[src/rtl/dsd_pkg.sv]
package dsd_pkg;

    localparam int WORD_W = 8;

    typedef logic [WORD_W-1:0] word_t;

    // One capture event handed from the edge capture stage to the pairing stage
    typedef struct packed {
        logic  fire;   // single-cycle capture strobe
        logic  rise;   // 1: word followed a rising edge, 0: a falling edge
        logic  ind;    // channel indicator level at capture
        word_t word;   // captured bus value
    } capture_t;

    typedef enum logic {
        ST_WAIT_A = 1'b0,
        ST_HOLD_A = 1'b1
    } pair_st_e;

    // Offset binary to two's complement is an inversion of the top bit
    function automatic word_t fmt_word(input word_t code, input logic twos);
        word_t r;
        r = code;
        r[WORD_W-1] = code[WORD_W-1] ^ twos;
        return r;
    endfunction

endpackage

[src/rtl/dsd_edge_capture.sv]
module dsd_edge_capture
    import dsd_pkg::*;
#(
    parameter int SYNC_STAGES = 2,   // must be at least 2
    parameter int CAP_DELAY   = 2
) (
    input  logic     clk,
    input  logic     rst_n,
    input  logic     conv_clk_i,
    input  word_t    conv_bus_i,
    input  logic     chan_a_i,
    output capture_t cap_o
);

    localparam int DLY_W = (CAP_DELAY > 0) ? $clog2(CAP_DELAY + 1) : 1;
    localparam int LAST  = SYNC_STAGES - 1;

    typedef struct packed {
        logic [SYNC_STAGES-1:0]             clk_sh;
        logic [SYNC_STAGES-1:0]             ind_sh;
        logic [SYNC_STAGES-1:0][WORD_W-1:0] bus_sh;
        logic                               clk_prev;
        logic                               pending;
        logic                               pend_rise;
        logic [DLY_W-1:0]                   dly;
        capture_t                           cap;
    } cap_state_t;

    cap_state_t st_d, st_q;

    always_comb begin
        st_d = st_q;

        // synchronizer chains
        st_d.clk_sh[0] = conv_clk_i;
        st_d.ind_sh[0] = chan_a_i;
        st_d.bus_sh[0] = conv_bus_i;
        for (int i = 1; i < SYNC_STAGES; i++) begin
            st_d.clk_sh[i] = st_q.clk_sh[i-1];
            st_d.ind_sh[i] = st_q.ind_sh[i-1];
            st_d.bus_sh[i] = st_q.bus_sh[i-1];
        end
        st_d.clk_prev = st_q.clk_sh[LAST];

        st_d.cap.fire = 1'b0;

        if (st_q.clk_sh[LAST] != st_q.clk_prev) begin
            // edge seen: arm the phase-offset timer
            st_d.pending   = 1'b1;
            st_d.pend_rise = st_q.clk_sh[LAST];
            st_d.dly       = DLY_W'(CAP_DELAY);
        end else if (st_q.pending) begin
            if (st_q.dly == '0) begin
                st_d.pending   = 1'b0;
                st_d.cap.fire  = 1'b1;
                st_d.cap.rise  = st_q.pend_rise;
                st_d.cap.ind   = st_q.ind_sh[LAST];
                st_d.cap.word  = st_q.bus_sh[LAST];
            end else begin
                st_d.dly = st_q.dly - 1'b1;
            end
        end
    end

    always_ff @(posedge clk or negedge rst_n) begin
        if (!rst_n) st_q <= '0;
        else        st_q <= st_d;
    end

    assign cap_o = st_q.cap;

endmodule

[src/rtl/dsd_pair_assembler.sv]
module dsd_pair_assembler
    import dsd_pkg::*;
#(
    parameter int IDX_W          = 8,
    parameter int LATENCY_CYCLES = 5
) (
    input  logic             clk,
    input  logic             rst_n,
    input  capture_t         cap_i,
    input  logic             twos_comp_i,
    output logic             pair_valid_o,
    output word_t            pair_a_o,
    output word_t            pair_b_o,
    output logic [IDX_W-1:0] pair_tag_o,
    output logic             misalign_o
);

    localparam logic [IDX_W-1:0] LAT_TAG = IDX_W'(LATENCY_CYCLES);

    typedef struct packed {
        pair_st_e         st;
        word_t            held_a;
        logic [IDX_W-1:0] held_tag;
        logic [IDX_W-1:0] rise_cnt;
        logic             valid;
        word_t            out_a;
        word_t            out_b;
        logic [IDX_W-1:0] out_tag;
        logic             err;
    } asm_state_t;

    asm_state_t st_d, st_q;

    always_comb begin
        st_d       = st_q;
        st_d.valid = 1'b0;

        if (cap_i.fire) begin
            if (cap_i.rise) begin
                st_d.rise_cnt = st_q.rise_cnt + 1'b1;
                if (cap_i.ind) begin
                    st_d.st       = ST_HOLD_A;
                    st_d.held_a   = cap_i.word;
                    st_d.held_tag = st_q.rise_cnt - LAT_TAG;
                end else begin
                    st_d.err = 1'b1;
                    st_d.st  = ST_WAIT_A;
                end
            end else begin
                if (cap_i.ind) begin
                    st_d.err = 1'b1;
                    st_d.st  = ST_WAIT_A;
                end else if (st_q.st == ST_HOLD_A) begin
                    st_d.valid   = 1'b1;
                    st_d.out_a   = fmt_word(st_q.held_a, twos_comp_i);
                    st_d.out_b   = fmt_word(cap_i.word, twos_comp_i);
                    st_d.out_tag = st_q.held_tag;
                    st_d.st      = ST_WAIT_A;
                end
            end
        end
    end

    always_ff @(posedge clk or negedge rst_n) begin
        if (!rst_n) st_q <= '0;
        else        st_q <= st_d;
    end

    assign pair_valid_o = st_q.valid;
    assign pair_a_o     = st_q.out_a;
    assign pair_b_o     = st_q.out_b;
    assign pair_tag_o   = st_q.out_tag;
    assign misalign_o   = st_q.err;

endmodule

[src/rtl/dual_sample_demux.sv]
module dual_sample_demux
    import dsd_pkg::*;
#(
    parameter int SYNC_STAGES    = 2,
    parameter int CAP_DELAY      = 2,
    parameter int IDX_W          = 8,
    parameter int LATENCY_CYCLES = 5
) (
    input  logic             clk,
    input  logic             rst_n,
    input  logic             conv_clk_i,
    input  logic [7:0]       conv_bus_i,
    input  logic             chan_a_i,
    input  logic             twos_comp_i,
    output logic             pair_valid_o,
    output logic [7:0]       pair_a_o,
    output logic [7:0]       pair_b_o,
    output logic [IDX_W-1:0] pair_tag_o,
    output logic             misalign_o
);

    capture_t cap;

    dsd_edge_capture #(
        .SYNC_STAGES (SYNC_STAGES),
        .CAP_DELAY   (CAP_DELAY)
    ) u_capture (
        .clk        (clk),
        .rst_n      (rst_n),
        .conv_clk_i (conv_clk_i),
        .conv_bus_i (conv_bus_i),
        .chan_a_i   (chan_a_i),
        .cap_o      (cap)
    );

    dsd_pair_assembler #(
        .IDX_W          (IDX_W),
        .LATENCY_CYCLES (LATENCY_CYCLES)
    ) u_assembler (
        .clk          (clk),
        .rst_n        (rst_n),
        .cap_i        (cap),
        .twos_comp_i  (twos_comp_i),
        .pair_valid_o (pair_valid_o),
        .pair_a_o     (pair_a_o),
        .pair_b_o     (pair_b_o),
        .pair_tag_o   (pair_tag_o),
        .misalign_o   (misalign_o)
    );

endmodule

[config.mk]
export PLATFORM = sky130hd
export DESIGN_NAME = dual_sample_demux
export DESIGN_NICKNAME = d
export VERILOG_FILES = /design/src/rtl/dsd_pkg.sv /design/src/rtl/dsd_edge_capture.sv /design/src/rtl/dsd_pair_assembler.sv /design/src/rtl/dual_sample_demux.sv
export SDC_FILE = /design/constraint.sdc
export NUM_CORES = 1
export LEC_CHECK = 0
export CORE_AREA = 10 10 117 119
export DETAILED_ROUTE_END_ITERATION = 8
export DIE_AREA = 0 0 127 129
export DONT_BUFFER_PORTS = 1
export HOLD_SLACK_MARGIN = 0.15
export MAX_ROUTING_LAYER = met4
export PLACE_DENSITY = 0.44
export SYNTH_ARGS = -nofsm -noshare
export SYNTH_HDL_FRONTEND = slang
export SYNTH_SLANG_ARGS = --single-unit
[constraint.sdc]
create_clock -name clk -period 5.1 [get_ports clk]
set_clock_uncertainty 0.2 [all_clocks]
set_input_delay 1.02 -clock clk [delete_from_list [all_inputs] [get_ports clk]]
set_output_delay 1.02 -clock clk [all_outputs]
set_load 0.03 [all_outputs]
==> reports/qor.csv <==
stage;metric;value;unit
global_routing;antenna_found_initial;0;
routing;vias;1630;
timing;maxSlewViolCount;0;
global_routing;grt_usage;7.863;%
finish;seq_area;2177;sq um
clock_tree;postCtsSetupBuffers;0;
run;drv_cap;0;
timing;final.setup.tns;0;ns
synthesis;synth_cell_types;29;
power_and_ir_drop;p_sw_share;29.67;%
synthesis;synth_area_leaders;dfrtp_1, mux2_2, buf_4;
die;die_w;127;um
synthesis;async_flop_share;100.0;%
clock_tree;cts_tree;built;
critical_path;cp.arrival;0.89;ns
clock_tree;cts_root_buffer;clkbuf_16;
clock_tree;cts_buffer_depth;2;
finish;fin_util;32.67;%
clock_tree;clk_pin_slew;0.07;ns
timing;max_freq;474.2;MHz
worst_hold_path;min_path_type;register to register;
routing;totalWireLength;5.860;mm
critical_path;critical_path.max_fanout;2;
routing;remaining_drc_errors;0;
global_routing;grt.overflow.total;0;
power_and_ir_drop;cellLeakagePower;1.763;nW
timing;period_share;41.35;%
finish;layout_commonest_cell;dfrtp_1;
critical_path;endpoint_kind;output port;
die;initial_core_util;29.76;%
clock_tree;holdBufCountCts;0;
critical_path;crit_path_start_kind;register;
placed_design;gp_congestion;0.6895;
synthesis;ys_seq_area_share;64.61;%
synthesis;syn_area_per_cell;12.91;sq um
synthesis;ys_ff_latch;87;
timing;period_needed;2.109;ns
finish;multiInputGateArea;947.2;sq um
clock_tree;ctsHtreeMaxLevel;3;
timing;setup_viol;0;
power_and_ir_drop;pwr-share-clk;35.5;%
critical_path;critPathKind;register to output port;
finish;area.growth.synth_to_final;9.766;%
critical_path;reg2reg_depth;3;
synthesis;synth_nets;279;
power_and_ir_drop;p_comb_share;12.9;%
power_and_ir_drop;p_seq_share;51.6;%
synthesis;yosysTopAreaCell;dfrtp_1;
routing;ant_nets;0;
finish;layout-drive-gt1-share;21.05;%
synthesis;yosys_warnings;0;
synthesis;synth_flop_cell;dfrtp_1;
critical_path;critPathLaunch;u_assembler.misalign_o;
clock_tree;cts_sinks;87;
power_and_ir_drop;p_sw;0.6475;mW
global_routing;grt_max_degree;88;
power_and_ir_drop;vdd_drop_max;205.6;uV
finish;diodes;0;
synthesis;syn_inst;261;
finish;layout_common_cells;dfrtp_1, nand2_1, mux2_2, o21ai_0;
die;die_area;16380;sq um
power_and_ir_drop;p_int;1.535;mW
routing;first_iter_violations;91;
finish;fill_cells;1146;
clock_tree;clock_latency;0.34;ns
timing;grt_setup_unrepaired;false;
die;die_y;129;um
synthesis;syn-cell-area;3369;sq um
synthesis;synth_edf_count;0;
critical_path;required;3.88;ns
critical_path;reg2reg_setup_slack;3.15;ns
placed_design;numPortBuffers;0;
timing;tightest_slew;0.6803;ns
global_routing;grt_pass1_vias;1725;
global_routing;grt_pass1_wl;9.777;mm
timing;worst_slew_margin_rel;54.64;%
clock_tree;numCtsBuffers;9;
die;core-area;11320;sq um
die;ios;39;
placed_design;dp_hpwl;3.728;mm
critical_path;r2r_start;u_capture.st_d[15];
clock_tree;ctsResizeCount;0;
routing;vias_per_cell;4.179;
critical_path;cp_num_cells;0;
routing;wire_per_inst;15.03;um
routing;drtPass1Iterations;4;
finish;nNetsFinal;260;
synthesis;synth_top_cell_area_share;64.61;%
die;rows;39;
power_and_ir_drop;p_per_area;590.0;nW/um^2
outcome;status;complete, no violations;
timing;hold_viol_final;0;
critical_path;cp-endpoint;misalign_o;
critical_path;worst_r2r_endpoint;u_capture.cap_o[4];
[how the worst min path moves through the flow]
stage | from | to | cells past startpoint
after floorplan | u_capture.st_d[35] | u_capture.st_d[15] | 0
after global placement | u_capture.st_d[29] | u_capture.st_q[29] | 0
after detailed placement | u_capture.st_d[35] | u_capture.st_d[15] | 0
after CTS | u_capture.st_d[35] | u_capture.st_d[15] | 0
after global routing | rst_n | u_capture.st_d[35] | 0
final | u_capture.st_d[24] | u_capture.st_q[24] | 0
[per-layer routing]
| layer | wire length, um | track usage (%) |
|---|---|---|
| met1 | 2627 | 9.532 |
| met2 | 2717 | 10.94 |
| met3 | 426 | 3.901 |
| met4 | 89 | 3.014 |
| met5 | 0 | - |
[power groups by stage]
stage,combinational (mW),sequential [mW],clock [mW]
2_1_floorplan,0.429,0.988,0
3_3_place_gp,0.276,1.14,0
3_5_place_dp,0.287,1.15,0
4_1_cts,0.289,1.14,0.799
5_1_grt,0.328,1.16,0.827
6_report,0.282,1.13,0.774
[cell usage after synthesis (all sizes together), types with 3 or more instances]
cell	instances
xor2	4
buf	28
nand3	4
nor2	8
ha	5
dfrtp	87
clkbuf	3
o21ai	10
a31oi	4
nand2	38
inv	9
or3	3
xnor2	9
mux2	33
[cell type report]
class	instances	area share (%)
flip-flops and latches	87	58.86
multi-input cells	134	25.61
clock buffers	10	6.461
well taps	143	4.838
clock inverters	6	3.112
inverters	9	0.9134
repair buffers	1	0.2030
[sequential cells by signal (all words and copies together) (netlist names)]
register	cells
u_assembler.misalign_o	1
u_assembler.pair_a_o	8
u_assembler.pair_b_o	8
u_assembler.pair_tag_o	8
u_assembler.pair_valid_o	1
u_assembler.st_q	25
u_capture.cap_o	11
u_capture.st_d	11
u_capture.st_q	14
[per-stage QoR]
step	power [mW]	instance area, sq um	setup slack [ns]	hold WS [ns]	std cells
finish	2.182	3699	2.991	0.1479	390
global route	2.317	3699	2.930	0.1570	390
CTS	2.224	3699	2.956	0.1500	390
detailed placement	1.438	3344	3.111	0.1347	374
global placement	1.418	3344	3.148	0.1329	374
floorplan	1.417	3369	3.329	0.1312	261
[cell families (layout without fill, tap and decap cells)]
family	count (synthesis)	count (layout)	synth area share, %
xor gates and xnor gates	13	13	3.379
and+or+nand+nor	64	64	8.504
buffers and inverters	40	26	7.278
adders and majority gates	5	5	1.857
AOI/OAI and AO/OA	19	19	3.342
DFF	87	87	64.61
muxes	33	33	11.03
(Power assumes the default switching activity.)
